--- src/rtl/wdog_lpm_pkg.sv ---
package wdog_lpm_pkg;

   // Gating state for the watchdog count
   typedef enum logic [1:0] {
      GATE_OFF    = 2'd0,   // disarmed since reset
      GATE_RUN    = 2'd1,   // armed, counting
      GATE_FROZEN = 2'd2,   // armed, power-down active
      GATE_HOLD   = 2'd3    // armed, power-down left, waiting for wake high
   } gate_state_e;

   // Count width able to hold the longest timeout minus one
   function automatic int unsigned count_bits(input int unsigned base_exp,
                                              input int unsigned sel_w);
      return base_exp + (1 << sel_w) - 1;
   endfunction

endpackage

--- src/rtl/wdog_wake_sync.sv ---
module wdog_wake_sync #(
   parameter int unsigned STAGES    = 2,
   parameter logic        RESET_VAL = 1'b1
) (
   input  logic clk,
   input  logic rst_n,
   input  logic async_in,
   output logic sync_out
);

   generate
      if (STAGES == 1) begin : g_single
         logic q;
         always_ff @(posedge clk or negedge rst_n) begin
            if (!rst_n) q <= RESET_VAL;
            else        q <= async_in;
         end
         assign sync_out = q;
      end else begin : g_chain
         logic [STAGES-1:0] sr;
         always_ff @(posedge clk or negedge rst_n) begin
            if (!rst_n) sr <= {STAGES{RESET_VAL}};
            else        sr <= {sr[STAGES-2:0], async_in};
         end
         assign sync_out = sr[STAGES-1];
      end
   endgenerate

endmodule

--- src/rtl/wdog_cfg.sv ---
module wdog_cfg #(
   parameter int unsigned SEL_W = 3
) (
   input  logic             clk,
   input  logic             rst_n,
   input  logic             we,
   input  logic [SEL_W-1:0] wsel,
   output logic [SEL_W-1:0] sel
);

   always_ff @(posedge clk or negedge rst_n) begin
      if (!rst_n)  sel <= '0;
      else if (we) sel <= wsel;
   end

endmodule

--- src/rtl/wdog_gate.sv ---
module wdog_gate
   import wdog_lpm_pkg::*;
(
   input  logic clk,
   input  logic rst_n,
   input  logic en_req,
   input  logic pd_mode,
   input  logic wake_s,
   output logic advance,
   output logic en_active
);

   gate_state_e st_q, st_d;

   always_comb begin
      st_d = st_q;
      unique case (st_q)
         GATE_OFF: begin
            if (en_req) st_d = pd_mode ? GATE_FROZEN : GATE_RUN;
         end
         GATE_RUN: begin
            if (pd_mode) st_d = GATE_FROZEN;
         end
         GATE_FROZEN: begin
            if (!pd_mode) st_d = wake_s ? GATE_RUN : GATE_HOLD;
         end
         GATE_HOLD: begin
            if (pd_mode)     st_d = GATE_FROZEN;
            else if (wake_s) st_d = GATE_RUN;
         end
         default: st_d = GATE_OFF;
      endcase
   end

   always_ff @(posedge clk or negedge rst_n) begin
      if (!rst_n) st_q <= GATE_OFF;
      else        st_q <= st_d;
   end

   assign advance   = (st_q == GATE_RUN) && !pd_mode;
   assign en_active = (st_q != GATE_OFF);

endmodule

--- src/rtl/wdog_count.sv ---
module wdog_count
   import wdog_lpm_pkg::*;
#(
   parameter int unsigned BASE_EXP = 14,
   parameter int unsigned SEL_W    = 3
) (
   input  logic             clk,
   input  logic             rst_n,
   input  logic             advance,
   input  logic             clear,
   input  logic [SEL_W-1:0] sel,
   output logic             ovf
);

   localparam int unsigned CNT_W = count_bits(BASE_EXP, SEL_W);
   localparam logic [SEL_W-1:0] SEL_TOP = '1;

   logic [CNT_W-1:0] cnt_q;
   logic [CNT_W-1:0] lim;
   logic [SEL_W-1:0] shamt;
   logic             at_lim;

   // Limit is 2^(BASE_EXP+sel)-1: all-ones shifted right by the unused selects
   assign shamt  = SEL_TOP - sel;
   assign lim    = {CNT_W{1'b1}} >> shamt;
   // >= so that shrinking the select mid-count still overflows promptly
   assign at_lim = (cnt_q >= lim);
   assign ovf    = advance && !clear && at_lim;

   always_ff @(posedge clk or negedge rst_n) begin
      if (!rst_n)       cnt_q <= '0;
      else if (clear)   cnt_q <= '0;
      else if (advance) cnt_q <= at_lim ? '0 : cnt_q + 1'b1;
   end

endmodule

--- src/rtl/wdog_pulse.sv ---
module wdog_pulse #(
   parameter int unsigned CYCLES = 4
) (
   input  logic clk,
   input  logic rst_n,
   input  logic fire,
   output logic pulse
);

   generate
      if (CYCLES == 1) begin : g_one
         logic q;
         always_ff @(posedge clk or negedge rst_n) begin
            if (!rst_n) q <= 1'b0;
            else        q <= fire;
         end
         assign pulse = q;
      end else begin : g_stretch
         localparam int unsigned CW = $clog2(CYCLES + 1);
         localparam logic [CW-1:0] LOAD = CW'(CYCLES);
         logic [CW-1:0] left_q;
         always_ff @(posedge clk or negedge rst_n) begin
            if (!rst_n)            left_q <= '0;
            else if (fire)         left_q <= LOAD;
            else if (left_q != '0) left_q <= left_q - 1'b1;
         end
         assign pulse = (left_q != '0);
      end
   endgenerate

endmodule

--- src/rtl/wdog_lpm.sv ---
module wdog_lpm #(
   parameter int unsigned REG_W       = 8,
   parameter int unsigned SEL_W       = 3,
   parameter int unsigned BASE_EXP    = 14,
   parameter int unsigned RST_CYCLES  = 4,
   parameter int unsigned SYNC_STAGES = 2
) (
   input  logic             clk,
   input  logic             rst_n,
   input  logic             svc_strobe,
   input  logic             en_req,
   input  logic             cfg_we,
   input  logic [REG_W-1:0] cfg_wdata,
   input  logic             pd_mode,
   input  logic             idle_mode,
   input  logic             wake_n,
   output logic             wdt_rst
);

   generate
      if (BASE_EXP < 1 || SEL_W < 1 || REG_W <= SEL_W || RST_CYCLES < 1 ||
          SYNC_STAGES < 1 || (2 ** BASE_EXP) <= RST_CYCLES) begin : g_param_bad
         $error("wdog_lpm: parameter set out of range");
      end
   endgenerate

   logic             wake_s;
   logic             advance;
   logic             en_active;
   logic             ovf;
   logic [SEL_W-1:0] sel;
   logic             svc_clear;
   logic             lint_unused;

   // Idle keeps the clock running, so it does not gate counting;
   // reserved register bits are dropped.
   assign lint_unused = idle_mode ^ (^cfg_wdata[REG_W-1:SEL_W]);

   assign svc_clear = svc_strobe && en_active;

   wdog_wake_sync #(
      .STAGES    (SYNC_STAGES),
      .RESET_VAL (1'b1)
   ) u_sync (
      .clk      (clk),
      .rst_n    (rst_n),
      .async_in (wake_n),
      .sync_out (wake_s)
   );

   wdog_cfg #(
      .SEL_W (SEL_W)
   ) u_cfg (
      .clk   (clk),
      .rst_n (rst_n),
      .we    (cfg_we),
      .wsel  (cfg_wdata[SEL_W-1:0]),
      .sel   (sel)
   );

   wdog_gate u_gate (
      .clk       (clk),
      .rst_n     (rst_n),
      .en_req    (en_req),
      .pd_mode   (pd_mode),
      .wake_s    (wake_s),
      .advance   (advance),
      .en_active (en_active)
   );

   wdog_count #(
      .BASE_EXP (BASE_EXP),
      .SEL_W    (SEL_W)
   ) u_count (
      .clk     (clk),
      .rst_n   (rst_n),
      .advance (advance),
      .clear   (svc_clear),
      .sel     (sel),
      .ovf     (ovf)
   );

   wdog_pulse #(
      .CYCLES (RST_CYCLES)
   ) u_pulse (
      .clk   (clk),
      .rst_n (rst_n),
      .fire  (ovf),
      .pulse (wdt_rst)
   );

endmodule

--- config.mk ---
export PLATFORM = sky130hd
export DESIGN_NAME = wdog_lpm
export DESIGN_NICKNAME = d
export VERILOG_FILES = /design/src/rtl/wdog_lpm_pkg.sv /design/src/rtl/wdog_wake_sync.sv /design/src/rtl/wdog_cfg.sv /design/src/rtl/wdog_gate.sv /design/src/rtl/wdog_count.sv /design/src/rtl/wdog_pulse.sv /design/src/rtl/wdog_lpm.sv
export SDC_FILE = /design/constraint.sdc
export NUM_CORES = 1
export LEC_CHECK = 0
export BUFFER_PORTS_ARGS = -buffer_cell sky130_fd_sc_hd__buf_2
export CAP_MARGIN = 20
export CORE_ASPECT_RATIO = 0.5
export CORE_UTILIZATION = 55
export DETAILED_ROUTE_END_ITERATION = 16
export PLACE_DENSITY = 0.74
export SLEW_MARGIN = 30
export SYNTH_ARGS = -nofsm -noshare
export SYNTH_HDL_FRONTEND = slang
export SYNTH_HIERARCHICAL = 1
export SYNTH_SLANG_ARGS = --single-unit
--- constraint.sdc ---
create_clock -name clk -period 6.1 [get_ports clk]
set_input_delay 0.61 -clock clk [delete_from_list [all_inputs] [get_ports clk]]
set_output_delay 0.61 -clock clk [all_outputs]
set_load 0.05 [all_outputs]
* Yosys cells after proc, flatten, opt, wreduce, memory -nomap -nowiden
Index checks and enable logic that the tools add are counted.
** Cells by class
- Add/sub/neg operators :: 3
- Order comparisons :: 1
- Equal/unequal tests :: 7
- Shift-type cells :: 1
- Multiplexer cells :: 13
- Reductions and logical operators :: 12
** Operator list (count)
- 21-bit two-way mux :: 3
- 21-bit by 1-bit adder with 21-bit output (second input constant) :: 1
- 21-bit >= comparator :: 1
- 21-bit by 3-bit right shift with 21-bit output (first input constant) :: 1
- 2-bit two-way mux :: 7
- 2-bit case mux with 4 select lines :: 1
- 3-bit two-way mux :: 2
- 2-bit != test (second input constant) :: 3
- 2-bit nonzero test :: 3
- 2-bit equality test (second input constant) :: 2
- 1-bit logical AND :: 4
- 4-bit AND reduction :: 1
- 3-bit != test (second input constant) :: 1
- 3-bit nonzero test :: 1
- 3-bit by 1-bit subtractor with 3-bit output (second input constant) :: 1
- 3-bit subtractor (first input constant) :: 1
- 2-bit by 1-bit equality test with 1-bit output (second input constant) :: 1
- 1-bit zero test :: 2
- 2-bit zero test :: 1
** Word-level totals
- Register bits after elaboration :: 31
- Input bits :: 16
- Output and inout bits :: 1
- Word-level logic and storage cells :: 42

* Depth between registers and ports, before layout
- Depth after elaboration :: 6
- Mapped depth :: 10
- Depth with buffers taken out :: 9

* Hierarchy
The synthesis kept the hierarchy.
** Modules (own cells, without submodules)
- wdog_count :: times used 1, cells an instance 173, area each 1440.1 µm², sequential area each 525.5 µm²
- wdog_gate :: times used 1, cells an instance 26, area each 262.8 µm², sequential area each 50.0 µm²
- wdog_pulse :: times used 1, cells an instance 16, area each 177.7 µm², sequential area each 75.1 µm²
- wdog_cfg :: times used 1, cells an instance 6, area each 108.9 µm², sequential area each 75.1 µm²
- wdog_wake_sync :: times used 1, cells an instance 2, area each 52.6 µm², sequential area each 52.6 µm²
- wdog_lpm :: times used 1, cells an instance 1, area each 6.3 µm², sequential area each 0.0 µm²

* Worst setup path before layout
No wires, ideal clock.
- Kind :: reg2reg
- From :: register u_cfg.sel[1]
- To :: register u_count.cnt_q[3]
- Setup time :: 0.074 ns
- Data arrival time :: 2.463 ns
- Required time :: 6.026 ns
- Setup slack :: 3.563 ns
- Cell stages (with the launch flop) :: 10
- Buffers on the path :: 1
- Period minus slack after synthesis :: 2.537 ns
- Cells stage by stage :: dfrtp_1 -> o21ai_0 -> ha_1 -> a211oi_2 -> nor2_1 -> or3_4 -> or4b_4 -> buf_6 -> or3_1 -> o21ai_2
** On the way
- Longest elaborated chain between the ends :: 6
** Ends and longest elaborated chain
- start, declared :: RTL line wdog_cfg.sv:8 : output logic [SEL_W-1:0] sel
- start signal, assigned :: RTL line wdog_cfg.sv:13 : else if (we) sel <= wsel;
- 3-bit subtractor :: RTL line wdog_count.sv:24 : assign shamt = SEL_TOP - sel;
- 21-bit by 3-bit right shift with 21-bit output :: RTL line wdog_count.sv:25 : assign lim = {CNT_W{1'b1}} >> shamt;
- 21-bit >= comparator :: RTL line wdog_count.sv:27 : assign at_lim = (cnt_q >= lim);
- 21-bit two-way mux (2 in a row) :: RTL line wdog_count.sv:33 : else if (advance) cnt_q <= at_lim ? '0 : cnt_q + 1'b1;
- 21-bit two-way mux :: RTL line wdog_count.sv:32 : else if (clear) cnt_q <= '0;
- end signal, assigned :: RTL line wdog_count.sv:33
- end, declared :: RTL line wdog_count.sv:18 : logic [CNT_W-1:0] cnt_q;
Every way passes these cells. The select of a mux whose other input is x is not followed.
A chain may end at the register's enable or synchronous reset.

* Final worst setup path
- From :: register u_cfg.sel[1]
- To :: register u_count.cnt_q[20]
Same word-level chain as after synthesis.

==> summary.md <==
| Metric | Value |
|---|---|
| Multi-input logic area | 1190 um^2 |
| Sink Count | 31 |
| Root Driver | clkbuf_8 |
| Area growth from synthesis to layout | 9.47% |
| Layout cell share with drive strength beyond 1 | 16.9% |
| LEAKAGE | 0.956 nW |
| Syn_area_per_cell | 9.14 um^2 |
| Fin. Hold Viols | 0 |
| CP Capture Type | flop |
| Top cells by area, synth | dfrtp_1 (35%), ha_1 (9.8%), nand3_1 (5.9%) |
| Slew HR | 53.0% |
| Gr usage total | 25.2% |
| RSZ-0062 raised after global routing | false |
| Post-DP HPWL | 3100 um |
| Register area share after synthesis | 38.0% |
| Routability cong. | 0.804 |
| Ys async rst share | 100% |
| Diodes inserted | 0 |
| Max H-tree Level | 2 |
| Metal-1 WL | 1990 um |
| CTS tree | done |
| Largest net degree at the start of global routing | 32 |
| Synthesized flop and latch total | 31 |
| Synthesized cell area | 2050 um^2 |
| Met3 wire length | 274 um |
| Final worst path period need | 2.70 ns |
| Die area | 3990 um^2 |
| CP Class | reg -> reg |
| Routed Wire Length | 4360 um |
| Initial Util | 58.7% |
| Via count | 1778 |
| PostCTS Resize Cnt | 0 |
| Top cell type's share of synthesized area | 35.4% |
| Fin crit share | 44.2% |
| Max-Cap Viols | 0 |
| Fin Setup TNS | 0 ns |
| Nets@finish | 268 |
| ANT nets after route | 0 |
| Peak VDD IR | 200 uV |
| IO Count | 17 |
| Primary FF master, synth | dfrtp_1 |
| Post-synthesis instance total | 224 |
| Worst-margin pin slew | 0.705 ns |
| Met2 wire length | 2060 um |
| Worst hold path type | reg -> reg |
| WP data required | 6.24 ns |
| Register area | 778 um^2 |
| Clk_skew | 0.0101 ns |
| Setup bufs post-CTS | 0 |
| Final Max Tran Viols | 0 |
| Syn. warnings | 6 |
| Status | complete, no violations |
| Cts hold-fix bufs | 0 |
| Setup violations, final | 0 |
| Max Root-Sink Buffers | 2 |
| CTS Buf Count | 5 |
| Synth unique cells | 53 |
| Critical path fanouts, max | 10 |
| Post-synth EDFFs | 0 |
| Placed Instances | 280 |
| Port bufs | 10 |
| Max Clock Freq | 0.371 GHz |
| Dominant cell type by area after synthesis | dfrtp_1 |
| Clk Latency, worst-skew pair | 0.28 ns |
| PwrDens | 341 nW/um^2 |
| 1st-pass router iterations | 4 |
| Arrival time at the worst endpoint | 2.84 ns |
| Final Non-Filler Cells | 288 |
| DR iter-0 viols | 91 |
| Number of global-route vias before repair | 1585 |
| Clk slew on worst S/H paths | 0.06 ns |
| Chip Width | 88.3 um |
| Overflow after GRT | 0 |
| First-pass GRT wire length | 7420 um |
| Net Count, Synth | 256 |
| # fillers | 311 |
| Die Height | 45.2 um |
| Initial antenna violation count | 0 |
| Startpoint types | flop |
| Top sig layer | met4 |
| Drt wl/cell | 15.1 um |
| DRC Markers | 0 |
| Row count | 15 |
| Post-DR vias/cell | 6.17 |
| Core box area | 3490 um^2 |
## path summary, 6_finish.rpt
path                                                 from                                       to  slack (ns)  cells after the start
max reg2reg                      u_cfg/sel[1]$_DFFE_PN0P_            u_count/cnt_q[20]$_DFFE_PN0P_        3.40                      7
max                              u_cfg/sel[1]$_DFFE_PN0P_            u_count/cnt_q[20]$_DFFE_PN0P_        3.40                      7
min in group asynchronous                           rst_n               u_gate/st_q[1]$_DFFE_PN0P_        0.37                      1
min reg2reg                u_sync/g_chain.sr[0]$_DFF_PN1_           u_sync/g_chain.sr[1]$_DFF_PN1_        0.36                      0
max in group asynchronous                           rst_n  u_pulse/g_stretch.left_q[1]$_DFFE_PN0P_        5.27                      1
min                        u_sync/g_chain.sr[0]$_DFF_PN1_           u_sync/g_chain.sr[1]$_DFF_PN1_        0.36                      0
## area by class of cell
cell class,count,area share [%]
Clock buffer,8,4.46
Inverter,13,2.18
Multi-Input combinational cell,174,53.2
Sequential cell,31,34.7
Tap cell,51,2.85
Timing Repair Buffer,11,2.57
## metal layers
| layer | up-vias | track usage [%] |
|---|---|---|
| li1 | 852 | - |
| met1 | 861 | 32.1 |
| met2 | 58 | 42.5 |
| met3 | 7 | 6.40 |
| met4 | 0 | 8.71 |
| met5 | - | 0 |
## cell usage in the layout (no fill, tap or decap), drive strengths merged, types with 4 or more instances in the layout
cell type,Yosys,layout
nand3,25,25
nand4,5,5
clkbuf,4,8
and4,4,4
mux2,4,4
nand2,21,21
dfrtp,29,29
a31oi,5,5
nor2,14,14
nor3,4,4
ha,16,16
o311ai,6,6
buf,2,11
and2,6,6
o21ai,11,11
inv,13,13
nor2b,6,6
a21oi,12,12
## registers in the layout, indices dropped and copies added, names as in the netlist
| register | cells |
|---|---|
| u_count/cnt_q | 21 |
| u_gate/st_q | 2 |
| u_cfg/sel | 3 |
| u_sync/g_chain.sr | 2 |
| u_pulse/g_stretch.left_q | 3 |
## cells in the mapped netlist, types with 5 or more instances
library cell,instances
nand4_1,5
a31oi_1,5
o311ai_0,6
and2_1,6
nand2_1,21
dfrtp_1,29
nor2b_1,6
a21oi_1,12
nand3_1,24
o21ai_0,9
nor2_1,14
ha_1,16
inv_1,13
## worst max-delay path, cell delays in order (launching register included)
cell and delay (ns):
dfrtp_1 0.44, o21ai_0 0.20, ha_1 0.29, a211oi_2 0.18, nor2_1 0.07, or3_4 0.40
or4b_4 0.58, o311ai_0 0.40
## kinds of logic after synthesis
kind of cell | share of synthesized area, %
adder cells (fa/ha/maj) | 9.77
flip-flops | 38.0
AO/OA/AOI/OAI | 17.2
buffers and inverters | 3.85
multiplexers | 2.20
AND/OR/NAND/NOR | 29.0
## power breakdown
| part | total (mW) | internal, mW | switching (mW) |
|---|---|---|---|
| logic | 0.305 | 0.129 | 0.176 |
| clock network | 0.179 | 0.103 | 0.0763 |
| registers | 0.281 | 0.241 | 0.0400 |
| total | 0.765 | 0.473 | 0.292 |
## through the flow
step                worst slack, ns  power (mW)  cell area [um^2]  util, %  hold slack [ns]
finish                         3.40       0.765              2240     64.2            0.356
global route                   3.19       0.821              2240     64.2            0.364
CTS                            3.11       0.769              2240     64.2            0.358
detailed placement             3.13       0.588              2140     61.3            0.348
global placement               3.20       0.566              2140     61.3            0.347
floorplan                      3.56       0.518              2050        -            0.314
No activity file was read; power rests on OpenSTA's default activity.
